`config.mk`:
```
export PLATFORM = sky130hd
export DESIGN_NAME = vaddr_region_cls
export DESIGN_NICKNAME = d
export VERILOG_FILES = /design/src/rtl/vaddr_cls_pkg.sv /design/src/rtl/vaddr_size_clamp.sv /design/src/rtl/vaddr_region_match.sv /design/src/rtl/vaddr_region_cls.sv
export SDC_FILE = /design/constraint.sdc
export NUM_CORES = 1
export LEC_CHECK = 0
export ABC_AREA = 1
export ABC_CLOCK_PERIOD_IN_PS = 1740
export BUFFER_PORTS_ARGS = -buffer_cell sky130_fd_sc_hd__buf_2
export CAP_MARGIN = 25
export CORE_UTILIZATION = 42
export DETAILED_ROUTE_END_ITERATION = 6
export HOLD_SLACK_MARGIN = 0.03
export PLACE_DENSITY = 0.94
export SLEW_MARGIN = 20
export SYNTH_ARGS = -nofsm -noshare
export SYNTH_HDL_FRONTEND = slang
export SYNTH_SLANG_ARGS = --single-unit
```
`constraint.sdc`:
```
create_clock -name clk -period 1.74 [get_ports clk]
set_input_delay 0.174 -clock clk [delete_from_list [all_inputs] [get_ports clk]]
set_output_delay 0.174 -clock clk [all_outputs]
set_load 0.01 [all_outputs]
```
`src/rtl/vaddr_cls_pkg.sv`:
```
package vaddr_cls_pkg;
    localparam int VA_W   = 64;
    localparam int SZ_W   = 7;
    localparam int MAX_SZ = 48;
    localparam int MIN_SZ = 25;
    localparam int LVL_W  = 2;

    typedef enum logic [1:0] {
        HIT_LOWER = 2'd0,
        HIT_UPPER = 2'd1,
        HIT_NONE  = 2'd2
    } region_e;

    typedef struct packed {
        region_e region;
        logic    ns;
    } cls_result_t;

    function automatic logic [SZ_W-1:0] clamp_size(input logic [SZ_W-1:0] raw);
        if (raw > SZ_W'(MAX_SZ))      return SZ_W'(MAX_SZ);
        else if (raw < SZ_W'(MIN_SZ)) return SZ_W'(MIN_SZ);
        else                          return raw;
    endfunction
endpackage

```
`src/rtl/vaddr_size_clamp.sv`:
```
module vaddr_size_clamp
    import vaddr_cls_pkg::*;
(
    input  logic [SZ_W-1:0] raw_size,
    output logic [SZ_W-1:0] eff_size
);
    always_comb eff_size = clamp_size(raw_size);
endmodule

```
`src/rtl/vaddr_region_match.sv`:
```
module vaddr_region_match
    import vaddr_cls_pkg::*;
#(
    parameter bit TOP_REGION = 1'b0
)(
    input  logic [VA_W-1:0] vaddr,
    input  logic [SZ_W-1:0] eff_size,
    output logic            hit
);
    logic [VA_W-1:0] hi_mask;

    for (genvar b = 0; b < VA_W; b++) begin : g_mask
        assign hi_mask[b] = (SZ_W'(b) >= eff_size);
    end

    if (TOP_REGION) begin : g_top
        assign hit = ((vaddr & hi_mask) == hi_mask);
    end else begin : g_bot
        assign hit = ((vaddr & hi_mask) == '0);
    end
endmodule

```
`src/rtl/vaddr_region_cls.sv`:
```
module vaddr_region_cls
    import vaddr_cls_pkg::*;
(
    input  logic             clk,
    input  logic             rst,
    input  logic [VA_W-1:0]  vaddr,
    input  logic [LVL_W-1:0] priv_lvl,
    input  logic [SZ_W-1:0]  lo_size,
    input  logic [SZ_W-1:0]  hi_size,
    input  logic             is_secure,
    input  logic             desc_ns,
    output logic             sel_lower,
    output logic             sel_upper,
    output logic             xlat_fault,
    output logic             ns_attr
);
    logic [SZ_W-1:0] lo_eff, hi_eff;
    logic            lo_hit, hi_hit, top_allowed;
    cls_result_t     nxt, cur;

    vaddr_size_clamp u_lo_clamp (.raw_size(lo_size), .eff_size(lo_eff));
    vaddr_size_clamp u_hi_clamp (.raw_size(hi_size), .eff_size(hi_eff));

    vaddr_region_match #(.TOP_REGION(1'b0)) u_lo_match (
        .vaddr(vaddr), .eff_size(lo_eff), .hit(lo_hit));
    vaddr_region_match #(.TOP_REGION(1'b1)) u_hi_match (
        .vaddr(vaddr), .eff_size(hi_eff), .hit(hi_hit));

    // Only the two least privileged levels own a top region.
    assign top_allowed = (priv_lvl < LVL_W'(2));

    always_comb begin
        if (lo_hit)                    nxt.region = HIT_LOWER;
        else if (hi_hit && top_allowed) nxt.region = HIT_UPPER;
        else                           nxt.region = HIT_NONE;
        nxt.ns = !is_secure || desc_ns;
    end

    always_ff @(posedge clk) begin
        if (rst) begin
            cur.region <= HIT_NONE;
            cur.ns     <= 1'b1;
        end else begin
            cur <= nxt;
        end
    end

    assign sel_lower  = (cur.region == HIT_LOWER);
    assign sel_upper  = (cur.region == HIT_UPPER);
    assign xlat_fault = (cur.region == HIT_NONE);
    assign ns_attr    = cur.ns;
endmodule

```
==> results of run 1 <==
## routing by layer
metal	wire, um	vias up	GRT usage, %
met5	0	-	0
met4	0	0	6.620
met3	299	0	1.613
met2	1847	78	42.69
met1	1746	772	33.05
li1	-	962	-
## how the worst max path moves through the flow
| stage | from | endpoint | slack (ps) |
|---|---|---|---|
| after floorplan | lo_size[6] | cur[2] | 320 |
| after global placement | hi_size[3] | cur[2] | 50 |
| after detailed placement | hi_size[3] | cur[2] | 8 |
| after CTS | hi_size[3] | cur[2] | 250 |
| after global routing | lo_size[0] | cur[2] | 3 |
| final | hi_size[3] | cur[2] | 220 |
## through the flow
stage          instance area [um2]  hold WS (ps)  total power (W)  worst slack [ps]
2_1_floorplan                 1240         246.4        0.0002518             323.3
3_5_place_dp                  1622         351.0        0.0003925             7.596
5_1_grt                       1648         112.2        0.0005662             3.398
3_3_place_gp                  1622         349.0        0.0003859             53.37
6_report                      1648         110.6        0.0005190             216.9
4_1_cts                       1648         100.3        0.0005216             252.6
## final cells by class
cell class,count,share of cell area (%)
well taps,31,2.354
multi-input cells,209,61.05
flip-flops and latches,3,3.645
inverters,45,10.55
repair buffers,66,20.80
clock buffers,4,1.595
## cell families after synthesis
kind of cell / Yosys count
and+or+nand+nor: 180
buffers and inverters: 45
DFF: 3
AOI/OAI and AO/OA: 29
## flip-flops by register name (all words and copies together) (netlist names)
signal	cells
cur	2
ns_attr	1
## cells in the mapped netlist
library cell / number
nand2_1: 91
inv_1: 36
nor2_1: 35
nand3_1: 20
a21oi_1: 9
nand2_2: 9
nand4_1: 9
inv_2: 8
nand3b_1: 5
o21ai_0: 5
o211ai_1: 4
dfxtp_1: 3
nor2_2: 3
nor3_1: 3
o21ai_1: 3
nor2_4: 2
o2111ai_1: 2
a21boi_1: 1
a21oi_4: 1
inv_6: 1
nand3_4: 1
nor4_1: 1
o21a_1: 1
o21ai_2: 1
o21ai_4: 1
o21bai_1: 1
or3_1: 1
## report_power, final
part / switching (W) / internal (W)
Clock: 0.0000364 / 0.0000860
Combinational: 0.000195 / 0.000131
Sequential: 0.000000188 / 0.0000701
Total: 0.000231 / 0.000288
## critical path, cell delays in order
cell	delay, ps
buf_2	150
nor2_1	130
nand2_2	80
a21oi_4	190
o2111ai_1	220
nand2_1	110
nand2_1	60
a21oi_1	150
nand3_1	90
nor2_1	90
nand2_1	80
o21ai_2	70
nand2_2	50
==> metrics.md, run 1 <==
| Metric | Value |
|---|---|
| Required time of the worst setup path | 1860 ps |
| Fin crit share | 87.54% |
| Hold_sp | rst |
| I/O Buffers | 61 |
| Worst path arrival time | 1650 ps |
| Post-Synth XOR/XNOR Area | 0% |
| Final Net Count | 412 |
| DR DRC count | 0 |
| First-pass GRT wire length | 6.258 mm |
| Rel. slew slack | 70.61% |
| Vias | 1812 |
| Unrepaired setup endpoints after global routing | false |
| Vias in the first global route | 1527 |
| Post-CTS Hold Buffers | 0 |
| Pin count of the biggest net entering global routing | 9 |
| Commonest cells after routing, fill and taps aside | 91 x nand2_1, 61 x buf_2, 36 x inv_1, 35 x nor2_1, 20 x nand3_1 |
| Maximum capacitance violations | 0 |
| Max H-tree Level | 1 |
| Max Freq | 0.6566 GHz |
| Outcome | complete, no violations |
| Placer congestion estimate | 0.8827 |
| Final-layout fill cell count | 298 |
| Share of the core filled with cells | 59.24% |
| Hold crit path type | primary input to flop |
| Register area share after synthesis | 4.844% |
| Post-CTS setup buffers | 0 |
| VDD IR max | 311.5 uV |
| Drt total wl | 3.893 mm |
| Fin cells | 358 |
| Final HPWL from detailed placement | 3.386 mm |
| Multi-input gate area in the final layout | 1006 um2 |
| Synthesized area | 1240 um2 |
| Largest family of logic cells by synthesized area | simple AND/OR/NAND/NOR gates |
| Clock slew at reported path FFs | 40 ps |
| Pin slew with the least headroom to its limit | 439.2 ps |
| Synth Area in Adders | 0% |
| Vias per cell | 5.061 |
| Register area | 60.06 um2 |
| Area Overhead vs Synth | 32.90% |
| Final setup TNS | 0 ps |
| Number of I/O pins | 88 |
| Layout cells sized above 1 | 29.36% |
| Dpl cells | 354 |
| Leakage | 0.9479 nW |
| Core Footprint | 2781 um2 |
| Synth Area in Simple Gates | 65.29% |
| Post-route antenna net violation count | 0 |
| Slew Viols, Final | 0 |
| Synth Area in Compound Gates | 15.84% |
| # clock sinks | 3 |
| Die area | 3174 um2 |
| Fin. Hold Viols | 0 |
| Clock root cell | clkbuf_4 |
| 1st-iter DRT viols | 53 |
| Fin crit period | 1523 ps |
| Pwr Density | 314.9 nW/um2 |
| Syn nets | 341 |
| #FFs+latches synth | 3 |
| WL/cell | 10.87 um |
| Tot GR Track Use | 24.66% |
| CP Max Fanout | 5 |
| Worst Hold Path Cells | 2 |
| Hold Crit Endpoint | cur[1] |
| Cell row count | 19 |
| Synth area leaders | nand2_1 28%, inv_1 11%, nor2_1 11%, nand3_1 8.1%, dfxtp_1 4.8% |
| Mux share of post-synthesis cell area | 0% |
| 1st-pass router iterations | 6 |
| Syn Inst Count | 257 |
| Antenna diodes | 0 |
| Die Ht | 56.34 um |
| CTS Buf Count | 3 |
| Commonest non-fill, non-tap cell in the layout | nand2_1 |
| Post-Syn Area per Cell | 4.825 um2 |
| CTS Buffer Depth | 2 |
| Synth Warn # | 0 |
| Cell taking the most area after synthesis | nand2_1 |
| Setup Crit Path Kind | primary input to flop |
| Startpoint Class | primary input |
| Synth unique cells | 27 |
| Post-CTS sizing | 0 |
| Initial Utilization | 44.58% |
| Crit end category | flop |
| Setup-failing EPs final | 0 |
| CTS tree | done |
| Die X | 56.34 um |
| GRT Residual Overflow | 0 |
| Synth top area share | 27.55% |
| Initial antenna violation count | 0 |
No activity file was read; power rests on OpenSTA's default activity.
==> run 2, diff against run 1 <==
--- a/config.mk
+++ b/config.mk
@@ -6,13 +6,13 @@
 export NUM_CORES = 1
 export LEC_CHECK = 0
 export ABC_AREA = 1
-export ABC_CLOCK_PERIOD_IN_PS = 1740
+export ABC_CLOCK_PERIOD_IN_PS = 1900
 export BUFFER_PORTS_ARGS = -buffer_cell sky130_fd_sc_hd__buf_2
 export CAP_MARGIN = 25
-export CORE_UTILIZATION = 42
+export CORE_UTILIZATION = 45
 export DETAILED_ROUTE_END_ITERATION = 6
 export HOLD_SLACK_MARGIN = 0.03
-export PLACE_DENSITY = 0.94
+export PLACE_DENSITY = 0.95
 export SLEW_MARGIN = 20
 export SYNTH_ARGS = -nofsm -noshare
 export SYNTH_HDL_FRONTEND = slang
==> constraint.sdc (replaced) <==
create_clock -name clk -period 1.9 [get_ports clk]
set_input_delay 0.19 -clock clk [delete_from_list [all_inputs] [get_ports clk]]
set_output_delay 0.19 -clock clk [all_outputs]
set_load 0.01 [all_outputs]
==> run 2 against run 1 <==
Against the previous run:
- non-clock buffer count is 4 lower
- first-iteration DRC count rose by 15%
- combinational power is 10% lower
- critical path type unchanged
- largest cell class unchanged
==> metrics.md, run 2 (synthesis gave the netlist of run 1 again) <==
| Metric | Value |
|---|---|
| Dpl cells | 349 (was 354) |
| Unrepaired setup endpoints after global routing | false (unchanged) |
| Commonest non-fill, non-tap cell in the layout | nand2_1 (unchanged) |
| Pwr Density | 289.8 nW/um2 (was 314.9 nW/um2) |
| Fin cells | 353 (was 358) |
| Worst Hold Path Cells | 2 (unchanged) |
| Most flop-heavy register | cur (unchanged) |
| Hold crit path type | primary input to flop (unchanged) |
| DR DRC count | 0 (unchanged) |
| Setup Crit Path Kind | primary input to flop (unchanged) |
| Pin count of the biggest net entering global routing | 9 (unchanged) |
| Core Footprint | 2545 um2 (was 2781 um2) |
| Fin crit period | 1582 ps |
| GRT Residual Overflow | 0 (unchanged) |
| Worst path arrival time | 1700 ps (was 1650 ps) |
| Required time of the worst setup path | 2020 ps (was 1860 ps) |
| Die X | 54.49 um (was 56.34 um) |
| CTS Buf Count | 3 (unchanged) |
| Fin crit share | 83.29% |
| Max H-tree Level | 1 (unchanged) |
| Tot GR Track Use | 27.00% (was 24.66%) |
| Post-CTS Hold Buffers | 0 (unchanged) |
| Outcome | complete, no violations (unchanged) |
| Die Ht | 54.49 um (was 56.34 um) |
| Vias | 1858 (was 1812) |
| Final HPWL from detailed placement | 3.342 mm (was 3.386 mm) |
| Hold_sp | rst (unchanged) |
| Commonest cells after routing, fill and taps aside | 91 x nand2_1, 61 x buf_2, 36 x inv_1, 35 x nor2_1, 20 x nand3_1 (unchanged) |
| 1st-pass router iterations | 5 (was 6) |
| Fin. Hold Viols | 0 (unchanged) |
| Share of the core filled with cells | 63.52% (was 59.24%) |
| Clock slew at reported path FFs | 40 ps (about the same) |
| I/O Buffers | 61 (unchanged) |
| Vias per cell | 5.263 (was 5.061) |
| VDD IR max | 301.0 uV (was 311.5 uV) |
| Post-route antenna net violation count | 0 (unchanged) |
| Initial antenna violation count | 0 (unchanged) |
| Area Overhead vs Synth | 30.37% (was 32.90%) |
| Crit end category | flop (unchanged) |
| Final Net Count | 408 (was 412) |
| Clock root cell | clkbuf_4 (unchanged) |
| Post-CTS sizing | 0 (unchanged) |
| Rel. slew slack | 68.11% (was 70.61%) |
| Startpoint Class | primary input (unchanged) |
| Initial Utilization | 48.72% (was 44.58%) |
| Die area | 2969 um2 (was 3174 um2) |
| 1st-iter DRT viols | 61 (was 53) |
| CP Max Fanout | 7 (was 5) |
| Slew Viols, Final | 0 (unchanged) |
| Vias in the first global route | 1480 (was 1527) |
| Final Hold Slack | 127.7 ps (was 110.6 ps) |
| Placer congestion estimate | 0.9312 (was 0.8827) |
| Setup-failing EPs final | 0 (unchanged) |
| Max Freq | 0.6319 GHz |
| Max FFs per register | 2 (unchanged) |
| Leakage | 0.9291 nW (was 0.9479 nW) |
| Post-CTS setup buffers | 0 (unchanged) |
| Maximum capacitance violations | 0 (unchanged) |
| Pin slew with the least headroom to its limit | 476.5 ps (was 439.2 ps) |
| WL/cell | 11.01 um (was 10.87 um) |
| First-pass GRT wire length | 5.913 mm (was 6.258 mm) |
| Antenna diodes | 0 (unchanged) |
| CTS tree | done (unchanged) |
| Drt total wl | 3.885 mm (was 3.893 mm) |
| # clock sinks | 3 (unchanged) |
| Final setup TNS | 0 ps (unchanged) |
| Layout cells sized above 1 | 28.48% (was 29.36%) |
| CTS Buffer Depth | 2 (unchanged) |
| Total power draw | 0.0004685 W (was 0.0005190 W) |
| Cell row count | 18 (was 19) |
| Number of I/O pins | 88 (unchanged) |
| Hold Crit Endpoint | cur[1] (unchanged) |
run 2: changes by cell type in the layout (fill, tap and decap cells not counted):
cell,previous run,this run
buf_4,5,1
run 2: power breakdown:
group	internal (W)	total, W	switching [W]
combinational	0.000115	0.000292	0.000178
sequential	0.0000642	0.0000643	0.000000165
clock	0.0000787	0.000112	0.0000332
total	0.000258	0.000469	0.000211
run 2: final cells by class:
| type | count | area [um2] |
|---|---|---|
| tap | 30 | 37.54 |
| sequential | 3 | 60.06 |
| multi-input combinational | 209 | 1006 |
| fill | 270 | 928.4 |
| timing repair buffer | 62 | 312.8 |
| clock buffer | 4 | 26.28 |
| inverter | 45 | 173.9 |
run 2: critical path, cell delays in order:
cell       delay [ps]
buf_2             150
nor2_2            150
nand2_2            90
a21oi_4           190
o2111ai_1         230
a21oi_1           180
nand2_1            80
nor2_1             90
nand2_1            60
nor2_1             80
nand2_1            90
o21ai_2            70
nand2_2            60
run 2: routing by layer:
metal  vias up  wire, um  share of wire [%]  global-route usage [%]
met1       784      1675                 43                   34.95
met2       110      1729                 45                   45.93
met3        10       429                 11                   2.222
met5         -         0                  0                       0
li1        954         -                  -                       -
met4         0        51                1.3                   9.829
run 2: through the flow:
stage	setup slack [ps]	cell area, um2
CTS	350.7	1617
detailed placement	111.7	1590
global route	146.6	1617
global placement	176.5	1590
finish	317.6	1617
floorplan	467.3	1240
run 2: worst max path at each step:
stage          startpoint     end  slack, ps  cells past startpoint
3_3_place_gp   hi_size[1]  cur[2]        180                     13
6_report       hi_size[1]  cur[2]        320                     13
2_1_floorplan  lo_size[6]  cur[2]        470                     10
4_1_cts        hi_size[1]  cur[2]        350                     13
3_5_place_dp   hi_size[1]  cur[2]        110                     13
5_1_grt        lo_size[0]  cur[2]        150                     15
